[src/rtl/spike_stim_pkg.sv]
package spike_stim_pkg;
  localparam int LFSR_W = 16;
  typedef logic [LFSR_W-1:0] lfsr_t;

  // one shift of the maximal-length 16-bit sequence, taps 16,14,13,11
  function automatic lfsr_t lfsr_next(input lfsr_t s);
    return {s[14:0], s[15] ^ s[13] ^ s[12] ^ s[10]};
  endfunction

  // an all-zero state would lock the sequence
  function automatic lfsr_t seed_fix(input lfsr_t s);
    return (s == '0) ? lfsr_t'(1) : s;
  endfunction
endpackage

[src/rtl/spike_stim_lfsr_fan.sv]
module spike_stim_lfsr_fan
  import spike_stim_pkg::*;
#(
  parameter int N_CH = 16
) (
  input  lfsr_t            cur,
  input  logic [7:0]       thr,
  output logic [N_CH-1:0]  noise,
  output logic             pick,
  output lfsr_t            nxt
);
  localparam int STEPS = N_CH + 1;

  lfsr_t chain [STEPS+1];
  assign chain[0] = cur;

  genvar k;
  generate
    for (k = 0; k < STEPS; k++) begin : g_step
      assign chain[k+1] = lfsr_next(chain[k]);
    end
    for (k = 0; k < N_CH; k++) begin : g_chan
      assign noise[k] = (chain[k+1][7:0] < thr);
    end
  endgenerate

  assign pick = chain[STEPS][0];
  assign nxt  = chain[STEPS];
endmodule

[src/rtl/spike_stim_pat_store.sv]
module spike_stim_pat_store #(
  parameter int N_CH  = 16,
  parameter int N_PAT = 3,
  parameter int IW    = 2
) (
  input  logic            clk,
  input  logic            wr_en,
  input  logic [IW-1:0]   wr_idx,
  input  logic [N_CH-1:0] wr_data,
  input  logic [IW-1:0]   rd_idx,
  output logic [N_CH-1:0] rd_data
);
  logic [N_CH-1:0] mem [N_PAT];

  // synchronous write and registered read, no reset: block RAM friendly
  always_ff @(posedge clk) begin
    if (wr_en && (int'(wr_idx) < N_PAT)) mem[wr_idx] <= wr_data;
    rd_data <= mem[rd_idx];
  end
endmodule

[src/rtl/spike_stim_sched.sv]
module spike_stim_sched #(
  parameter int EPOCH_TICKS = 10000,
  parameter int N_PAT       = 3,
  parameter int IW          = 2,
  parameter int SW_W        = 16
) (
  input  logic            clk,
  input  logic            rst,
  input  logic            start,
  input  logic            dyn_en,
  input  logic [SW_W-1:0] sw_epochs,
  input  logic [IW-1:0]   pat_last,
  output logic            emit,
  output logic [IW-1:0]   pat_idx
);
  localparam int TW = (EPOCH_TICKS > 2) ? $clog2(EPOCH_TICKS) : 1;
  localparam logic [TW-1:0] T_LAST  = TW'(EPOCH_TICKS - 1);
  localparam logic [IW-1:0] IDX_MAX = IW'(N_PAT - 1);

  logic            running;
  logic [TW-1:0]   tick;
  logic [SW_W-1:0] seg;
  logic [IW-1:0]   lim;
  logic            seg_end;

  assign lim     = (pat_last > IDX_MAX) ? IDX_MAX : pat_last;
  assign emit    = running && (tick == T_LAST) && !start;
  assign seg_end = (sw_epochs != '0) && (seg == sw_epochs - SW_W'(1));

  always_ff @(posedge clk) begin
    if (rst) begin
      running <= 1'b0;
      tick    <= '0;
      seg     <= '0;
      pat_idx <= '0;
    end else if (start) begin
      running <= 1'b1;
      tick    <= '0;
      seg     <= '0;
      pat_idx <= '0;
    end else if (running) begin
      tick <= (tick == T_LAST) ? '0 : tick + TW'(1);
      if (emit) begin
        if (!dyn_en) begin
          seg     <= '0;
          pat_idx <= '0;
        end else if (seg_end) begin
          seg     <= '0;
          pat_idx <= (pat_idx >= lim) ? '0 : pat_idx + IW'(1);
        end else if (sw_epochs != '0) begin
          seg <= seg + SW_W'(1);
        end
      end
    end
  end
endmodule

[src/rtl/spike_stim_gen.sv]
module spike_stim_gen
  import spike_stim_pkg::*;
#(
  parameter int N_CH        = 16,
  parameter int EPOCH_TICKS = 10000,
  parameter int N_PAT       = 3,
  parameter int ECW         = 16,
  parameter int SW_W        = 16,
  localparam int IW         = (N_PAT > 1) ? $clog2(N_PAT) : 1
) (
  input  logic            clk,
  input  logic            rst,
  input  logic            start,
  input  logic [15:0]     seed,
  input  logic [7:0]      noise_thr,
  input  logic            dyn_en,
  input  logic [SW_W-1:0] sw_epochs,
  input  logic [IW-1:0]   pat_last,
  input  logic            pat_wr_en,
  input  logic [IW-1:0]   pat_wr_idx,
  input  logic [N_CH-1:0] pat_wr_data,
  output logic [N_CH-1:0] spike,
  output logic            is_pat,
  output logic [ECW-1:0]  epoch_cnt
);
  lfsr_t           lfsr_q;
  lfsr_t           lfsr_nxt;
  logic [N_CH-1:0] noise_img;
  logic [N_CH-1:0] pat_img;
  logic            pick;
  logic            emit;
  logic [IW-1:0]   pat_idx;
  logic            take_pat;

  spike_stim_sched #(
    .EPOCH_TICKS(EPOCH_TICKS), .N_PAT(N_PAT), .IW(IW), .SW_W(SW_W)
  ) u_sched (
    .clk(clk), .rst(rst), .start(start), .dyn_en(dyn_en),
    .sw_epochs(sw_epochs), .pat_last(pat_last),
    .emit(emit), .pat_idx(pat_idx)
  );

  spike_stim_pat_store #(.N_CH(N_CH), .N_PAT(N_PAT), .IW(IW)) u_store (
    .clk(clk), .wr_en(pat_wr_en), .wr_idx(pat_wr_idx), .wr_data(pat_wr_data),
    .rd_idx(pat_idx), .rd_data(pat_img)
  );

  spike_stim_lfsr_fan #(.N_CH(N_CH)) u_fan (
    .cur(lfsr_q), .thr(noise_thr), .noise(noise_img), .pick(pick), .nxt(lfsr_nxt)
  );

  // a pattern epoch is always followed by noise
  assign take_pat = pick && !is_pat;

  always_ff @(posedge clk) begin
    if (rst) begin
      lfsr_q    <= lfsr_t'(1);
      spike     <= '0;
      is_pat    <= 1'b0;
      epoch_cnt <= '0;
    end else if (start) begin
      lfsr_q    <= seed_fix(seed);
      spike     <= '0;
      is_pat    <= 1'b0;
      epoch_cnt <= '0;
    end else if (emit) begin
      lfsr_q    <= lfsr_nxt;
      spike     <= take_pat ? pat_img : noise_img;
      is_pat    <= take_pat;
      epoch_cnt <= epoch_cnt + ECW'(1);
    end else begin
      spike <= '0;
    end
  end
endmodule

[config.mk]
export PLATFORM = sky130hd
export DESIGN_NAME = spike_stim_gen
export DESIGN_NICKNAME = d
export VERILOG_FILES = /design/src/rtl/spike_stim_pkg.sv /design/src/rtl/spike_stim_lfsr_fan.sv /design/src/rtl/spike_stim_pat_store.sv /design/src/rtl/spike_stim_sched.sv /design/src/rtl/spike_stim_gen.sv
export SDC_FILE = /design/constraint.sdc
export NUM_CORES = 1
export LEC_CHECK = 0
export CAP_MARGIN = 10
export CORE_MARGIN = 2
export CORE_UTILIZATION = 35
export CTS_CLUSTER_SIZE = 10
export DETAILED_ROUTE_END_ITERATION = 6
export PLACE_DENSITY = 0.56
export SLEW_MARGIN = 30
export SYNTH_ARGS = -nofsm -noshare
export SYNTH_HDL_FRONTEND = slang
export SYNTH_SLANG_ARGS = --single-unit
[constraint.sdc]
create_clock -name clk -period 9.3 [get_ports clk]
set_input_delay 2.325 -clock clk [delete_from_list [all_inputs] [get_ports clk]]
set_output_delay 2.325 -clock clk [all_outputs]
set_load 0.01 [all_outputs]
== After elaboration in Yosys (flattened, before gate mapping) ==
Memory sizes are Yosys's and may differ from the RTL's. A register that Yosys moved wholly into a read port is not among the register bits.
Index checks and enable logic that the tools add are counted.

* Register bits: 82
* Word-level logic and storage cells: 117
* Memories kept: 1
* ROM bits: 0
* Latch bits: 0
* Memory bits (writable): 48
* Bits of input ports: 65

{| class="wikitable"
|+ Memories
! memory !! words !! width !! read ports !! clocked after memory_dff !! wr ports !! line !! RTL
|-
| u_store.mem || 3 || 16 || 1 || 1 || 1 || spike_stim_pat_store.sv:13 || <nowiki>logic [N_CH-1:0] mem [N_PAT];</nowiki>
|}

* Bitwise logic cells: 52
* Add/subtract/negate cells: 5
* Shift-type cells: 0
* Reductions and logical operators: 14
* Multiplexer cells: 14
* $lt $le $gt $ge: 19
* Divide/modulo/power cells: 0
* Multipliers: 0
* Equal/unequal tests: 4

{| class="wikitable"
|+ Operators by type and width
! operator !! count
|-
| $lt A8 B8 Y1 || 16
|-
| $mux W16 || 7
|-
| $xor A1 B1 Y1 || 51
|-
| $add A16 B1 Y16 const B || 2
|-
| $eq A16 B16 Y1 || 1
|-
| $logic_not A16 Y1 || 1
|-
| $reduce_bool A16 Y1 || 1
|-
| $sub A16 B1 Y16 const B || 1
|-
| $add A14 B1 Y14 const B || 1
|-
| $eq A14 B14 Y1 const B || 1
|-
| $mux W14 || 1
|-
| $mux W2 || 4
|-
| $reduce_and A3 Y1 || 2
|-
| $logic_and A1 B1 Y1 || 5
|-
| $ne A3 B1 Y1 const B || 1
|-
| $reduce_or A3 Y1 || 1
|-
| $add A2 B1 Y2 const B || 1
|-
| $ge A2 B2 Y1 || 1
|-
| $gt A2 B2 Y1 const B || 1
|-
| $logic_not A1 Y1 || 2
|-
| $lt A2 B2 Y1 const B || 1
|-
| $mux W1 || 2
|-
| $ne A2 B1 Y1 const B || 1
|-
| $reduce_bool A2 Y1 || 1
|-
| other kinds (2) || 2
|}

== Depth between registers and ports, before layout ==
* Depth after elaboration: 8
* Gate-level depth with buffers: 11
* Depth with buffers taken out: 11

== Cells and area by module ==
From an unflattened synthesis, not the netlist that was laid out.

* Cell total of the unflattened synthesis: 984
* Area, all modules: 9325.2 um^2

{| class="wikitable"
|+ Modules (own cells, without submodules)
! module !! sequential area each (um^2) !! instances !! cells each !! area each (um^2)
|-
| spike_stim_lfsr_fan || 0.0 || 1 || 341 || 2890.3
|-
| spike_stim_sched || 660.6 || 1 || 275 || 2250.9
|-
| spike_stim_pat_store || 1761.7 || 1 || 120 || 2132.0
|-
| spike_stim_gen || 980.9 || 1 || 248 || 2052.0
|}

== Worst setup path after synthesis ==
OpenSTA, ideal clock, no wires.

* Kind: input to register
* Start: input port sw_epochs[7]
* End: register u_sched.pat_idx[1]
* Path buffers: 2
* Setup time: 0.127 ns
* Path slack: 4.310 ns
* Stages: 9
* Required time: 9.173 ns
* Data arrival time: 4.863 ns
* Cell sequence: buf_2 or4_1 clkbuf_1 nor2_2 a21oi_1 or4b_1 or4_4 o21ba_2 or3_1

* Longest elaborated chain between the ends: 5
* Elaborated cells between the ends (all ways): 6

{| class="wikitable"
|+ Ends and longest elaborated chain
! element !! line !! RTL
|-
| start, declared || spike_stim_gen.sv:17 || <nowiki>input logic [SW_W-1:0] sw_epochs,</nowiki>
|-
| $sub A16 B1 Y16 || spike_stim_sched.sv:28 || <nowiki>assign seg_end = (sw_epochs != '0) && (seg == sw_epochs - SW_W'(1));</nowiki>
|-
| $eq A16 B16 Y1 || spike_stim_sched.sv:28 ||
|-
| $logic_and A1 B1 Y1 * || spike_stim_sched.sv:28 ||
|-
| $ne A2 B1 Y1 (no source line) * || - ||
|-
| $reduce_and A3 Y1 (no source line) * || - ||
|-
| end signal, assigned || spike_stim_sched.sv:49 || <nowiki>pat_idx <= (pat_idx >= lim) ? '0 : pat_idx + IW'(1);</nowiki>
|-
| end, declared || spike_stim_sched.sv:14 || <nowiki>output logic [IW-1:0] pat_idx</nowiki>
|}

Every way passes the cells marked *; elsewhere a longest branch is shown, timed or not.
A chain may end at the register's enable or synchronous reset.

== Final worst setup path ==
* Start: input port sw_epochs[7]
* End: register u_sched.pat_idx[0]

Same word-level chain as after synthesis.

==> impl_metrics.tcl <==
set metrics [dict create \
    leakagePower_nw 4.14 \
    vias 7224 \
    start_kind "input pin" \
    grt_use_total_pct 17.9 \
    htreeDepth 4 \
    cts-resized-gates 0 \
    fmax_mhz 185 \
    dp_hpwl_mm 16.8 \
    cp_slowest_cell "or4_1" \
    core_area_um2 25300 \
    avgViaCountPerCell 5.25 \
    dp_cells 1345 \
    path_delay_family "simple AND/OR/NAND/NOR gates" \
    grt_max_degree 39 \
    worst_pin_slew_ns 0.876 \
    cts_tree "built" \
    clkSinkCount 146 \
    ys_seq_elements 146 \
    dieHeight_um 165 \
    row_count 58 \
    drt-total-wl_mm 23.6 \
    slowest_delay_ns 0.72 \
    tns_ns 0 \
    synth.net_count 1125 \
    grt_pass1_wl_mm 37.8 \
    drcViolationCount 0 \
    antenna_found_initial 0 \
    gp_congestion 0.814 \
    rsz0062_at_grt "no" \
    cts-root-buf "clkbuf_16" \
    layout.nets 1217 \
    synthCells 942 \
    avgRoutedWirePerCell_um 17.1 \
    peakVddDrop_uv 116 \
    yosysUniqueCellTypes 64 \
    fin_hold_ws_ns 0.443 \
    synthToLayoutAreaGrowth_pct 21.1 \
    syn_area_um2 9060 \
    die_area_um2 27200 \
    maxCapViolCount 0 \
    finalNonFillerCells 1377 \
    post-route-min-period_ns 5.41 \
    grt_pass1_vias 7095 \
    hold_viol 0 \
    period_share_pct 58.2 \
    clock_skew_ns 0.0113 \
    firstDrtPassIters 5 \
    gr-total-overflow 0 \
    clk_path_buf_depth 2 \
    synth_edf_count 48 \
    hold_path.class "reg -> reg" \
    synth_seq_area_share_pct 37.6 \
    cp-end-kind "flip-flop" \
    power.density_nw_per_um2 164 \
    synth_flop_cell "dfxtp_1" \
    final_max_slew_viol_count 0 \
    drt_iter0_markers 405 \
    finalSetupViolations 0 \
    path_buf_inv 1 \
    port_buffers 97 \
    n_antenna_cell 0 \
    status "completed" \
    n_fill_cell 2460 \
    crit_fanout 16 \
    preCtsSetupSlack_ns 3.46 \
    drtAntennaViolNets 0 \
    crit_required_ns 9.65 \
    async_flop_share_pct 0 \
    crit_arrival_ns 5.77 \
    fin_ws_ns 3.89 \
    start_util_pct 35.8 \
    cts_hold_buffers 0 \
    die_x_um 165 \
    post_cts_buffers 0 \
    cts_buffers 17 \
    cts.clk_slew.worst_paths_ns 0.07 \
    worstSetupPathType "in -> reg" \
    max_slew_margin_pct 41.5 \
    pin_count 98 \
    cp_cell_sequence "clkdlybuf4s50_1 -> or4_1 -> nor2_2 -> a21oi_1 -> or4b_1 -> or4_4 -> o22ai_2 -> mux2i_1" \
    synth_area_per_cell_um2 9.62 \
    yosysWarnings 0 \
    clk_latency_ns 0.43 \
    drive_above_1_share_pct 5.25 \
]
[state kept, by name, indices dropped and copies added, names as in the netlist]
name,count
epoch_cnt,16
u_sched.pat_idx,2
lfsr_q,16
u_sched.tick,14
u_sched.running,1
u_store.rd_data,16
spike,16
u_sched.seg,16
u_store.mem,48
is_pat,1
[cells by family after synthesis]
group,synth area share [%]
muxes,2.54
and+or+nand+nor,15.5
AOI/OAI and AO/OA,15.6
DFF,37.6
buffers and inverters,2.83
adders and majority gates,16.3
xor gates and xnor gates,9.64
[synth_stat cells, types with 3 or more instances]
cell       instances  area (um2)
or4_1              5        37.5
or3_1             12        75.1
a2111o_1           8        90.1
dfxtp_1           98        1960
o2111ai_1          8        70.1
mux2i_1           23         230
a31oi_1           10        62.6
or4b_1             3        30.0
inv_1             31         116
nand2b_1           3        18.8
nor4_1             9        56.3
nand2_1           65         244
xor2_1            34         298
o21ai_0           50         250
o31ai_1            7        52.6
and3_1             7        43.8
nor3_1            30         150
o211ai_1          12        90.1
a21oi_1           60         300
nor2b_1            9        56.3
edfxtp_1          48        1440
a21o_1             6        45.0
nand3_1           25         125
a2111oi_0          3        26.3
xnor3_1            4        90.1
a211oi_1           8        60.1
ha_1             118        1480
xnor2_1           50         438
nor4b_1            3        26.3
or2_2              4        25.0
clkbuf_1          27         101
nor2_1            83         312
nand4_1           14        87.6
a21boi_0           9        67.6
o21a_1            18         135
[metal layers]
metal	up-vias	track usage [%]	share of wire [%]
li1	3665	-	-
met1	3418	23.9	48
met2	124	30.0	48
met3	17	3.34	3.3
met4	0	4.47	1.1
met5	-	0	0
[through the flow]
step | utilization [%] | area [um2] | total power, mW
detailed placement | 41.0 | 10400 | 1.13
global placement | 41.0 | 10400 | 1.13
finish | 43.3 | 11000 | 1.80
CTS | 43.3 | 11000 | 1.81
global route | 43.3 | 11000 | 1.90
floorplan | - | 9060 | 0.990
[final cells by class]
| type | instances | area, um2 | share of cell area, % |
|---|---|---|---|
| clock inverter | 15 | 164 | 1.49 |
| timing repair buffer | 105 | 1030 | 9.40 |
| tap | 330 | 413 | 3.76 |
| sequential | 146 | 3400 | 31.0 |
| multi-input combinational | 733 | 5420 | 49.4 |
| inverter | 31 | 116 | 1.06 |
| clock buffer | 17 | 425 | 3.88 |
[final timing paths]
path,start,to,slack (ns),cells after the start
worst min-delay path,u_store.mem[2][4],u_store.rd_data[4],0.44,2
worst max-delay path,sw_epochs[7],u_sched.pat_idx[0],3.89,8
worst min register to register,u_store.mem[2][4],u_store.rd_data[4],0.44,2
worst max register to register,u_sched.tick[5],u_sched.pat_idx[0],5.85,6
[report_power, final]
part           leakage [nW]  switching (mW)  internal [mW]
combinational          2.62           0.250          0.186
sequential             1.24          0.0124          0.677
clock                 0.283           0.311          0.360
[cells in the final DEF, fill, tap and decap left out, types with 4 or more instances in the layout]
cell type,count
nor4_1,8
or3_1,12
nand3_1,25
or2_2,4
xor2_1,34
xnor3_1,4
o21ai_0,50
dfxtp_1,97
clkdlybuf4s50_1,97
o21a_1,18
buf_4,8
nor3_1,30
a211oi_1,8
ha_1,118
o211ai_1,12
edfxtp_1,48
a21oi_1,60
a21boi_0,9
inv_8,5
a21o_1,6
nand2_1,65
nand4_1,14
inv_6,4
clkbuf_16,17
xnor2_1,50
or4_1,5
mux2i_1,23
o31ai_1,7
nor2b_1,9
nor2_1,83
inv_1,31
a31oi_1,10
and3_1,7
o2111ai_1,8
a2111o_1,8
[worst register-to-register path, cell delays in order (launching register included)]
cell and delay, ns:
dfxtp_1 0.35, or4b_1 0.58, or4_1 0.64, a311oi_2 0.72, nand4_1 0.23, o22ai_2 0.61, mux2i_1 0.25
No activity file was read; power rests on OpenSTA's default activity.
